`src/rtl/lpg_pkg.sv`:
```
package lpg_pkg;
  localparam int INSN_W   = 32;
  localparam int REG_W    = 5;
  localparam int LBL_W    = 20;
  localparam int CAUSE_W  = 6;
  localparam int TVAL_W   = 4;

  localparam logic [6:0] OPC_JALR  = 7'b1100111;
  localparam logic [6:0] OPC_AUIPC = 7'b0010111;
  localparam logic [1:0] RVC_Q2    = 2'b10;

  localparam logic [REG_W-1:0] RA_MAIN = 5'd1;
  localparam logic [REG_W-1:0] RA_ALT  = 5'd5;
  localparam logic [REG_W-1:0] RA_LBL  = 5'd7;

  typedef enum logic {ST_IDLE = 1'b0, ST_EXPECT = 1'b1} lp_state_e;

  typedef struct packed {
    logic ind_branch;
    logic trusted_src;
    logic lpad;
    logic [LBL_W-1:0] label;
  } lp_dec_t;

  function automatic logic f_jalr32(input logic [INSN_W-1:0] w);
    return (w[6:0] == OPC_JALR) && (w[14:12] == 3'b000);
  endfunction

  function automatic logic f_cjump(input logic [15:0] h);
    return (h[1:0] == RVC_Q2) && (h[15:13] == 3'b100) &&
           (h[6:2] == 5'd0) && (h[11:7] != 5'd0);
  endfunction

  function automatic logic f_trusted(input logic [REG_W-1:0] r);
    return (r == RA_MAIN) || (r == RA_ALT) || (r == RA_LBL);
  endfunction

  function automatic logic f_label_ok(input logic [LBL_W-1:0] got,
                                      input logic [LBL_W-1:0] want);
    return (got == '0) || (got == want);
  endfunction
endpackage

```
`src/rtl/lpg_decode.sv`:
```
module lpg_decode
  import lpg_pkg::*;
(
  input  logic [INSN_W-1:0] insn,
  input  logic              is_rvc,
  input  logic [REG_W-1:0]  rs1,
  input  logic [REG_W-1:0]  rd,
  output lp_dec_t           dec
);
  logic br32, br16;

  always_comb begin
    br32 = !is_rvc && f_jalr32(insn);
    br16 = is_rvc && f_cjump(insn[15:0]);
    dec.ind_branch  = br32 || br16;
    dec.trusted_src = f_trusted(rs1);
    dec.lpad        = !is_rvc && (insn[6:0] == OPC_AUIPC) && (rd == '0);
    dec.label       = insn[INSN_W-1 -: LBL_W];
  end
endmodule

```
`src/rtl/lpg_judge.sv`:
```
module lpg_judge
  import lpg_pkg::*;
#(
  parameter int XLEN    = 64,
  parameter int ALIGN_B = 2
) (
  input  logic              valid,
  input  logic              en,
  input  logic              armed,
  input  logic [XLEN-1:0]   pc,
  input  logic [LBL_W-1:0]  want_lbl,
  input  lp_dec_t           dec,
  output logic              misalign,
  output logic              bad_label,
  output logic              fault,
  output logic              arm_req,
  output logic              clr_req
);
  logic active;

  always_comb begin
    active    = valid && en;
    misalign  = |pc[ALIGN_B-1:0];
    bad_label = dec.lpad && !f_label_ok(dec.label, want_lbl);
    fault     = active && armed && (misalign || !dec.lpad || bad_label);
    arm_req   = active && !fault && dec.ind_branch && !dec.trusted_src;
    clr_req   = active && armed && !fault && dec.lpad;
  end
endmodule

```
`src/rtl/lpg_state.sv`:
```
module lpg_state
  import lpg_pkg::*;
(
  input  logic clk,
  input  logic rst_n,
  input  logic arm_req,
  input  logic clr_req,
  output logic armed
);
  lp_state_e st_q, st_d;

  always_comb begin
    st_d = st_q;
    if (arm_req)      st_d = ST_EXPECT;
    else if (clr_req) st_d = ST_IDLE;
  end

  always_ff @(posedge clk) begin
    if (!rst_n) st_q <= ST_IDLE;
    else        st_q <= st_d;
  end

  assign armed = (st_q == ST_EXPECT);
endmodule

```
`src/rtl/lp_guard.sv`:
```
module lp_guard
  import lpg_pkg::*;
#(
  parameter int XLEN       = 64,
  parameter int CAUSE_CODE = 18,
  parameter int TVAL_CODE  = 2
) (
  input  logic                clk,
  input  logic                rst_n,
  input  logic                ret_valid,
  input  logic [INSN_W-1:0]   ret_insn,
  input  logic [XLEN-1:0]     ret_pc,
  input  logic [REG_W-1:0]    ret_rs1,
  input  logic [REG_W-1:0]    ret_rd,
  input  logic                ret_is_rvc,
  input  logic [LBL_W-1:0]    lbl_reg_hi,
  input  logic                cfi_en,
  output logic                fault_pulse,
  output logic [CAUSE_W-1:0]  fault_cause,
  output logic [TVAL_W-1:0]   fault_tval,
  output logic                lp_armed
);
  localparam int ALIGN_B = 2;

  lp_dec_t dec;
  logic misalign, bad_label, fault, arm_req, clr_req;
  logic br_arms, lp_seen;

  lpg_decode u_dec (
    .insn(ret_insn), .is_rvc(ret_is_rvc), .rs1(ret_rs1), .rd(ret_rd), .dec(dec)
  );

  lpg_judge #(.XLEN(XLEN), .ALIGN_B(ALIGN_B)) u_judge (
    .valid(ret_valid), .en(cfi_en), .armed(lp_armed), .pc(ret_pc),
    .want_lbl(lbl_reg_hi), .dec(dec), .misalign(misalign),
    .bad_label(bad_label), .fault(fault), .arm_req(arm_req), .clr_req(clr_req)
  );

  lpg_state u_state (
    .clk(clk), .rst_n(rst_n), .arm_req(arm_req), .clr_req(clr_req),
    .armed(lp_armed)
  );

  assign br_arms     = dec.ind_branch && !dec.trusted_src;
  assign lp_seen     = dec.lpad;
  assign fault_pulse = fault;
  assign fault_cause = fault ? CAUSE_W'(CAUSE_CODE) : '0;
  assign fault_tval  = fault ? TVAL_W'(TVAL_CODE) : '0;
endmodule

```
`config.mk`:
```
export PLATFORM = sky130hd
export DESIGN_NAME = lp_guard
export DESIGN_NICKNAME = d
export VERILOG_FILES = /design/src/rtl/lpg_pkg.sv /design/src/rtl/lpg_decode.sv /design/src/rtl/lpg_judge.sv /design/src/rtl/lpg_state.sv /design/src/rtl/lp_guard.sv
export SDC_FILE = /design/constraint.sdc
export NUM_CORES = 1
export LEC_CHECK = 0
export BUFFER_PORTS_ARGS = -buffer_cell sky130_fd_sc_hd__buf_2
export CORE_ASPECT_RATIO = 0.6
export CORE_UTILIZATION = 28
export CTS_BUF_LIST = sky130_fd_sc_hd__clkbuf_4 sky130_fd_sc_hd__clkbuf_8
export DETAILED_ROUTE_END_ITERATION = 6
export PLACE_DENSITY_LB_ADDON = 0.1
export SYNTH_ARGS = -nofsm -noshare
export SYNTH_HDL_FRONTEND = slang
export SYNTH_HIERARCHICAL = 1
export SYNTH_SLANG_ARGS = --single-unit
```
`constraint.sdc`:
```
create_clock -name clk -period 5.5 [get_ports clk]
set_clock_uncertainty 0.15 [all_clocks]
set_input_delay 0.55 -clock clk [delete_from_list [all_inputs] [get_ports clk]]
set_output_delay 0.55 -clock clk [all_outputs]
set_load 0.02 [all_outputs]
```
After elaboration in Yosys (flattened, before gate mapping) --
Index checks and enable logic that the tools add are counted.
Storage, ports and cells: bits in registers 1, bits in latches 0, RAM bits 0, bits in read-only memories 0, bits of input ports 131, output and inout port bits 12, memories kept 0
Cells by class: add/subtract/negate cells 0, multipliers 0, divide/modulo/power cells 0, order comparisons 0, eq/ne operators 8, shift-type cells 0, muxes and demuxes 4, bitwise gates (word level) 0, reduce and logical (&&, ||, !) cells 35
Operator list (count):
- $eq A20 B20 Y1 | 1
- $logic_not A20 Y1 | 1
- $logic_and A1 B1 Y1 | 17
- $eq A5 B3 Y1 const B | 2
- $logic_not A5 Y1 | 2
- $eq A7 B5 Y1 const B | 1
- $eq A7 B7 Y1 const B | 1
- $logic_or A1 B1 Y1 | 6
- $eq A5 B1 Y1 const B | 1
- $logic_not A1 Y1 | 5
- $mux W5 | 1
- $reduce_bool A5 Y1 | 1
- $eq A3 B3 Y1 const B | 1
- $logic_not A3 Y1 | 1
- $eq A2 B2 Y1 const B | 1
- $mux W1 | 2
- $mux W2 | 1
- $reduce_bool A2 Y1 | 1
- $reduce_or A2 Y1 | 1

Logic depth before layout (Yosys ltp) --
Gate-level depths: netlist (run 1).
word-level depth 12, mapped depth 9, gate-level depth less buffers 9

Cells and area by module --
Netlist (run 1), hierarchy kept.
Modules (own cells, without submodules):
- lpg_judge | times used 1, cells each 47, area each 347.8 sq um, sequential area each 0.0 sq um
- lpg_decode | times used 1, cells each 34, area each 257.7 sq um, sequential area each 0.0 sq um
- lp_guard | times used 1, cells each 11, area each 78.8 sq um, sequential area each 0.0 sq um
- lpg_state | times used 1, cells each 3, area each 41.3 sq um, sequential area each 20.0 sq um

Worst setup path after synthesis (run 1) --
No wires, ideal clock.
kind input port to output port, start input ret_insn[5], end output fault_cause[1], data arrival time 1.868 ns, slack 2.932 ns, stages on the path 8, path buffers 1, cell sequence nor4b_1 > nand2_1 > nor3_1 > nand2_1 > nor3_2 > a41oi_2 > nor2b_1 > buf_4
RTL lines:
- start, declared | line lp_guard.sv:11 | input logic [INSN_W-1:0] ret_insn,
- end, declared | line lp_guard.sv:19 | output logic [CAUSE_W-1:0] fault_cause,

==> results.yml, run 1 <==
routing:
  first_iter_violations: 6
  vias: 733
  drc: 0
  detail_route.wl_per_cell_um: 10.54
  drtAntennaViolNets: 0
  avgViaCountPerCell: 4.287
  drt_first_pass_iters: 4
  wirelength_um: 1802
place:
  numPortBuffers: 73
  dpl.hpwl_um: 1706
  gp_congestion: 0.7604
  dp.cells: 171
  pre_cts_ws_ps: 2785
synthesis:
  syn_inst: 92
  synth.yosys.warnings: 6
  syn_area_sq_um: 711.9
  avgSynthCellArea_sq_um: 7.738
finish:
  fin_nets: 274
  instances_no_fill: 171
  drive_above_1_share_pct: 56.74
  area_growth_pct: 28.12
  diodes: 0
  final_util_pct: 40.05
  largest_reg_flops: 1
global_route:
  grt_max_degree: 5
  antenna_found_initial: 0
  grt-ovfl-total: 0
  first_global_vias: 595
  grt_use_total_pct: 12.36
  grt_pass1_wl_um: 2546
floorplan:
  die_x_um: 67.10
  die_area_sq_um: 2755
  die_y_um: 41.06
  top_level_ports: 143
  fp-row-count: 13
  design.core.area_sq_um: 2277
  initial_utilization_pct: 31.26
clock_tree:
  cts.repair.resized: 0
  cts_hold_buffers: 0
  cts.clk_slew.worst_paths_ps: 0
  clkLatencyLatePin_ps: 0
  post_cts_buffers: 0
setup_path:
  cp-start-kind: "input pin"
  path_cells: "buf_2 > nor4b_1 > nand2_1 > nor3_1 > nand2_1 > nor3_2 > a41oi_2 > nor2b_1 > buf_2"
  r2r-start: "u_state/armed"
  r2r_end: "u_state/armed"
  path_max_fanout: 4
  worstPathArrival_ps: 2030
  worstSetupPathType: "input pin to primary output"
  rr_worst_depth: 4
  slowest_stage: "nor4b_1"
  reg2reg_slack_ps: 4340
  required_ps: 4800
  slowest_delay_ps: 300
  cp-end-kind: "primary output"
worst_hold_path:
  min_to: "u_state/armed"
  hp-class: "flip-flop to flip-flop"
  whs_path_depth: 2
  min-delay-start: "u_state/armed"
timing:
  finalHoldViolCount: 0
  worstMarginPinSlew_ps: 528.4
  rsz0062_at_grt: "no"
  setup_violations: 0
  timing.fmax_ghz: 0.3668
  layout_min_cycle_time_ps: 2726
  finalMaxSlewViolations: 0
  layout_setup_ws_ps: 2774
  tns_ps: 0
  slew_headroom_pct: 64.28
  period_share_pct: 49.57
power:
  p_total_mw: 0.06096
  p_per_area_nw_per_um2: 66.83
  peakVddDrop_v: 0.00003024
  p_leak_nw: 0.4030
status:
  outcome: "finished clean"
flow_run:
  drv_cap: 0
==> worst max-delay path: cells and delay by family <==
| kind | cells | cell delay (ps) |
|---|---|---|
| AND/OR/NAND/NOR | 6 | 1120 |
| AO/OA/AOI/OAI | 1 | 80 |
| buffers and inverters | 2 | 270 |
==> through the flow <==
step / hold slack, ps / cell area, sq um
6_report: 501.7 / 912.1
5_1_grt: 531.6 / 912.1
4_1_cts: 508.2 / 912.1
3_5_place_dp: 510.5 / 912.1
3_3_place_gp: 484.5 / 912.1
2_1_floorplan: 517.5 / 734.5
==> power by group <==
group          internal, mW  total [mW]  switching [mW]
clock network             0           0               0
registers           0.00741     0.00741      0.00000292
logic                0.0295      0.0535          0.0240
==> per-layer routing <==
metal / vias up / global-route usage, % / part of all wire, %
met5: - / 0 / 0
met2: 41 / 21.50 / 40
met1: 300 / 17.46 / 49
met4: 0 / 0 / 0
met3: 0 / 1.389 / 10
li1: 392 / - / -
==> cell type report <==
| type | count | area [sq um] |
|---|---|---|
| inverters | 1 | 3.754 |
| well taps | 30 | 37.54 |
| repair buffers | 73 | 365.4 |
| multi-input cells | 66 | 485.5 |
| flip-flops and latches | 1 | 20.02 |
| fillers | 254 | 1365 |
==> worst max-delay path by stage <==
| stage | from | end |
|---|---|---|
| finish | ret_insn[5] | fault_tval[1] |
| floorplan | ret_insn[17] | fault_cause[1] |
| global placement | ret_insn[5] | fault_cause[4] |
| CTS | ret_insn[5] | fault_tval[1] |
| global route | ret_insn[5] | fault_cause[4] |
| detailed placement | ret_insn[5] | fault_tval[1] |
==> placed cells by master (no fill, tap or decap), types with 2 or more instances in the layout <==
master	n
or4_1	2
conb_1	7
nor4_1	6
nor4b_1	3
nor3_2	2
nor2_1	2
xnor2_1	20
buf_2	73
nand2_1	5
a2111oi_2	2
nand3_1	2
nand4_1	5
nor2b_1	2
Note: power is estimated with default switching activity, not from simulation.
==> inputs of run 2 (changes only) <==
--- a/config.mk
+++ b/config.mk
@@ -7,7 +7,7 @@
 export LEC_CHECK = 0
 export BUFFER_PORTS_ARGS = -buffer_cell sky130_fd_sc_hd__buf_2
 export CORE_ASPECT_RATIO = 0.6
-export CORE_UTILIZATION = 28
+export CORE_UTILIZATION = 23
 export CTS_BUF_LIST = sky130_fd_sc_hd__clkbuf_4 sky130_fd_sc_hd__clkbuf_8
 export DETAILED_ROUTE_END_ITERATION = 6
 export PLACE_DENSITY_LB_ADDON = 0.1
==> constraint.sdc (replaced) <==
create_clock -name clk -period 2.25 [get_ports clk]
set_clock_uncertainty 0.15 [all_clocks]
set_input_delay 0.225 -clock clk [delete_from_list [all_inputs] [get_ports clk]]
set_output_delay 0.225 -clock clk [all_outputs]
set_load 0.02 [all_outputs]
==> run 2 against run 1 <==
Against the previous run: worst hold slack worse by 220 ps; design area is 1.6% higher; wire length is 1.1% higher; flip-flop and latch count stayed put; first-iteration DRC count is 50% higher; sequential share of layout area hardly changed; sequential power is 140% higher; register-to-register slack worse by 3300 ps; core utilization is 8.2 points lower; via count is 0.82% higher; worst setup slack worse by 2600 ps; highest routed layer unchanged.
==> results.yml, run 2 (synthesized netlist as in run 1, its figures left out) <==
status:
  outcome: "finished clean"
floorplan:
  die_area_sq_um: 3329
  initial_utilization_pct: 24.47
  top_level_ports: 143
  design.core.area_sq_um: 2909
  die_x_um: 73.83
  die_y_um: 45.10
  fp-row-count: 15
place:
  gp_congestion: 0.6906
  numPortBuffers: 73
  dp.cells: 183
  dpl.hpwl_um: 1738
global_route:
  antenna_found_initial: 0
  grt_pass1_wl_um: 2732
  grt_use_total_pct: 10.52
  first_global_vias: 636
  grt-ovfl-total: 0
  grt_max_degree: 5
setup_path:
  worstPathArrival_ps: 1870
  rr_worst_depth: 4
  slowest_stage: "or4_1"
  reg2reg_slack_ps: 1090
  worst_path_most_repeated_cell: "a2111oi_2"
  crit_family: "compound AO/OA/AOI/OAI gates"
  slowest_delay_ps: 510
  r2r-start: "u_state/armed"
  worstPathBufferInverterCount: 2
  cp-start-kind: "input pin"
  path_cells: "buf_2 > nand4b_1 > or4_1 > a2111oi_2 > inv_1 > a2111oi_2 > o21a_1"
  worstSetupPathType: "input pin to flip-flop"
  cp-end-kind: "flip-flop"
  r2r_end: "u_state/armed"
  required_ps: 2040
  path_max_fanout: 2
power:
  p_comb_share_pct: 87.9
  pwr-share-seq_pct: 12.1
  p_leak_nw: 0.4030
  power_switching_mw: 0.05883
  sw_frac_of_total_pct: 39.44
  internal-power_mw: 0.09032
  peakVddDrop_v: 0.00004775
  p_total_mw: 0.1491
  clockPowerShare_pct: 0
  p_per_area_nw_per_um2: 160.9
clock_tree:
  post_cts_buffers: 0
  cts_hold_buffers: 0
  cts.clk_slew.worst_paths_ps: 0
  clkLatencyLatePin_ps: 0
  cts.repair.resized: 0
timing:
  finalHoldViolCount: 0
  setup_violations: 0
  timing.fmax_ghz: 0.4817
  tns_ps: 0
  layout_min_cycle_time_ps: 2076
  period_share_pct: 92.27
  finalMaxSlewViolations: 0
  rsz0062_at_grt: "no"
routing:
  avgViaCountPerCell: 4.038
  drc: 0
  wirelength_um: 1821
  detail_route.wl_per_cell_um: 9.951
  drtAntennaViolNets: 0
  drt_first_pass_iters: 3
  first_iter_violations: 9
  vias: 739
finish:
  layout_commonest_cell: "buf_2"
  instances_no_fill: 183
  largest_reg_flops: 1
  area_growth_pct: 30.23
  fin_nets: 274
  diodes: 0
  drive_above_1_share_pct: 56.74
  final_cell_mix: "buf_2, xnor2_1, conb_1"
worst_hold_path:
  hp-class: "input pin to flip-flop"
  min_to: "u_state/armed"
  min-delay-start: "rst_n"
  whs_path_depth: 2
flow_run:
  drv_cap: 0
## run 2: cell counts in the layout (fill, tap and decap cells not counted)
Identical to the previous run, type by type.
## run 2: layer usage
| layer | vias to the layer above | global-route usage, % | part of all wire [%] | wire length, um |
|---|---|---|---|---|
| met5 | - | 0 | 0 | 0 |
| met4 | 0 | 0 | 0 | 0 |
| met3 | 0 | 0.4464 | 9.6 | 175 |
| met2 | 42 | 16.70 | 40 | 733 |
| met1 | 307 | 16.60 | 50 | 912 |
| li1 | 390 | - | - | - |
## run 2: metrics by stage
step	hold WS (ps)	setup WS, ps	util [%]	area, sq um
after floorplan	192.5	342.5	-	734.5
after global placement	282.1	170.9	31.87	927.1
after detailed placement	290.0	165.4	31.87	927.1
after CTS	290.6	156.1	31.87	927.1
after global routing	301.1	4.826	31.87	927.1
final	286.2	174.0	31.87	927.1
## run 2: power by group through the flow
stage / combinational (mW) / clock (mW) / sequential (mW)
floorplan: 0.0943 / 0 / 0.0181
global placement: 0.131 / 0 / 0.0181
detailed placement: 0.132 / 0 / 0.0181
CTS: 0.133 / 0 / 0.0181
global route: 0.146 / 0 / 0.0181
finish: 0.131 / 0 / 0.0181
## run 2: area by class of cell
class                           instances  area, sq um
Inverter                                1        3.754
Timing Repair Buffer                   73        365.4
Fill cell                             336         1982
Sequential cell                         1        20.02
Multi-Input combinational cell         66        485.5
Tap cell                               42        52.55
## run 2: worst max-delay path by stage
stage                     slack (ps)          from  cells after the start             end
final                            170   ret_insn[3]                      7   u_state/armed
after CTS                        160   ret_insn[3]                      7   u_state/armed
after detailed placement         170     ret_rd[0]                      9   u_state/armed
after global placement           170   ret_insn[3]                      7   u_state/armed
after floorplan                  340  ret_insn[17]                      7  fault_cause[1]
after global routing               5   ret_insn[5]                      9   u_state/armed
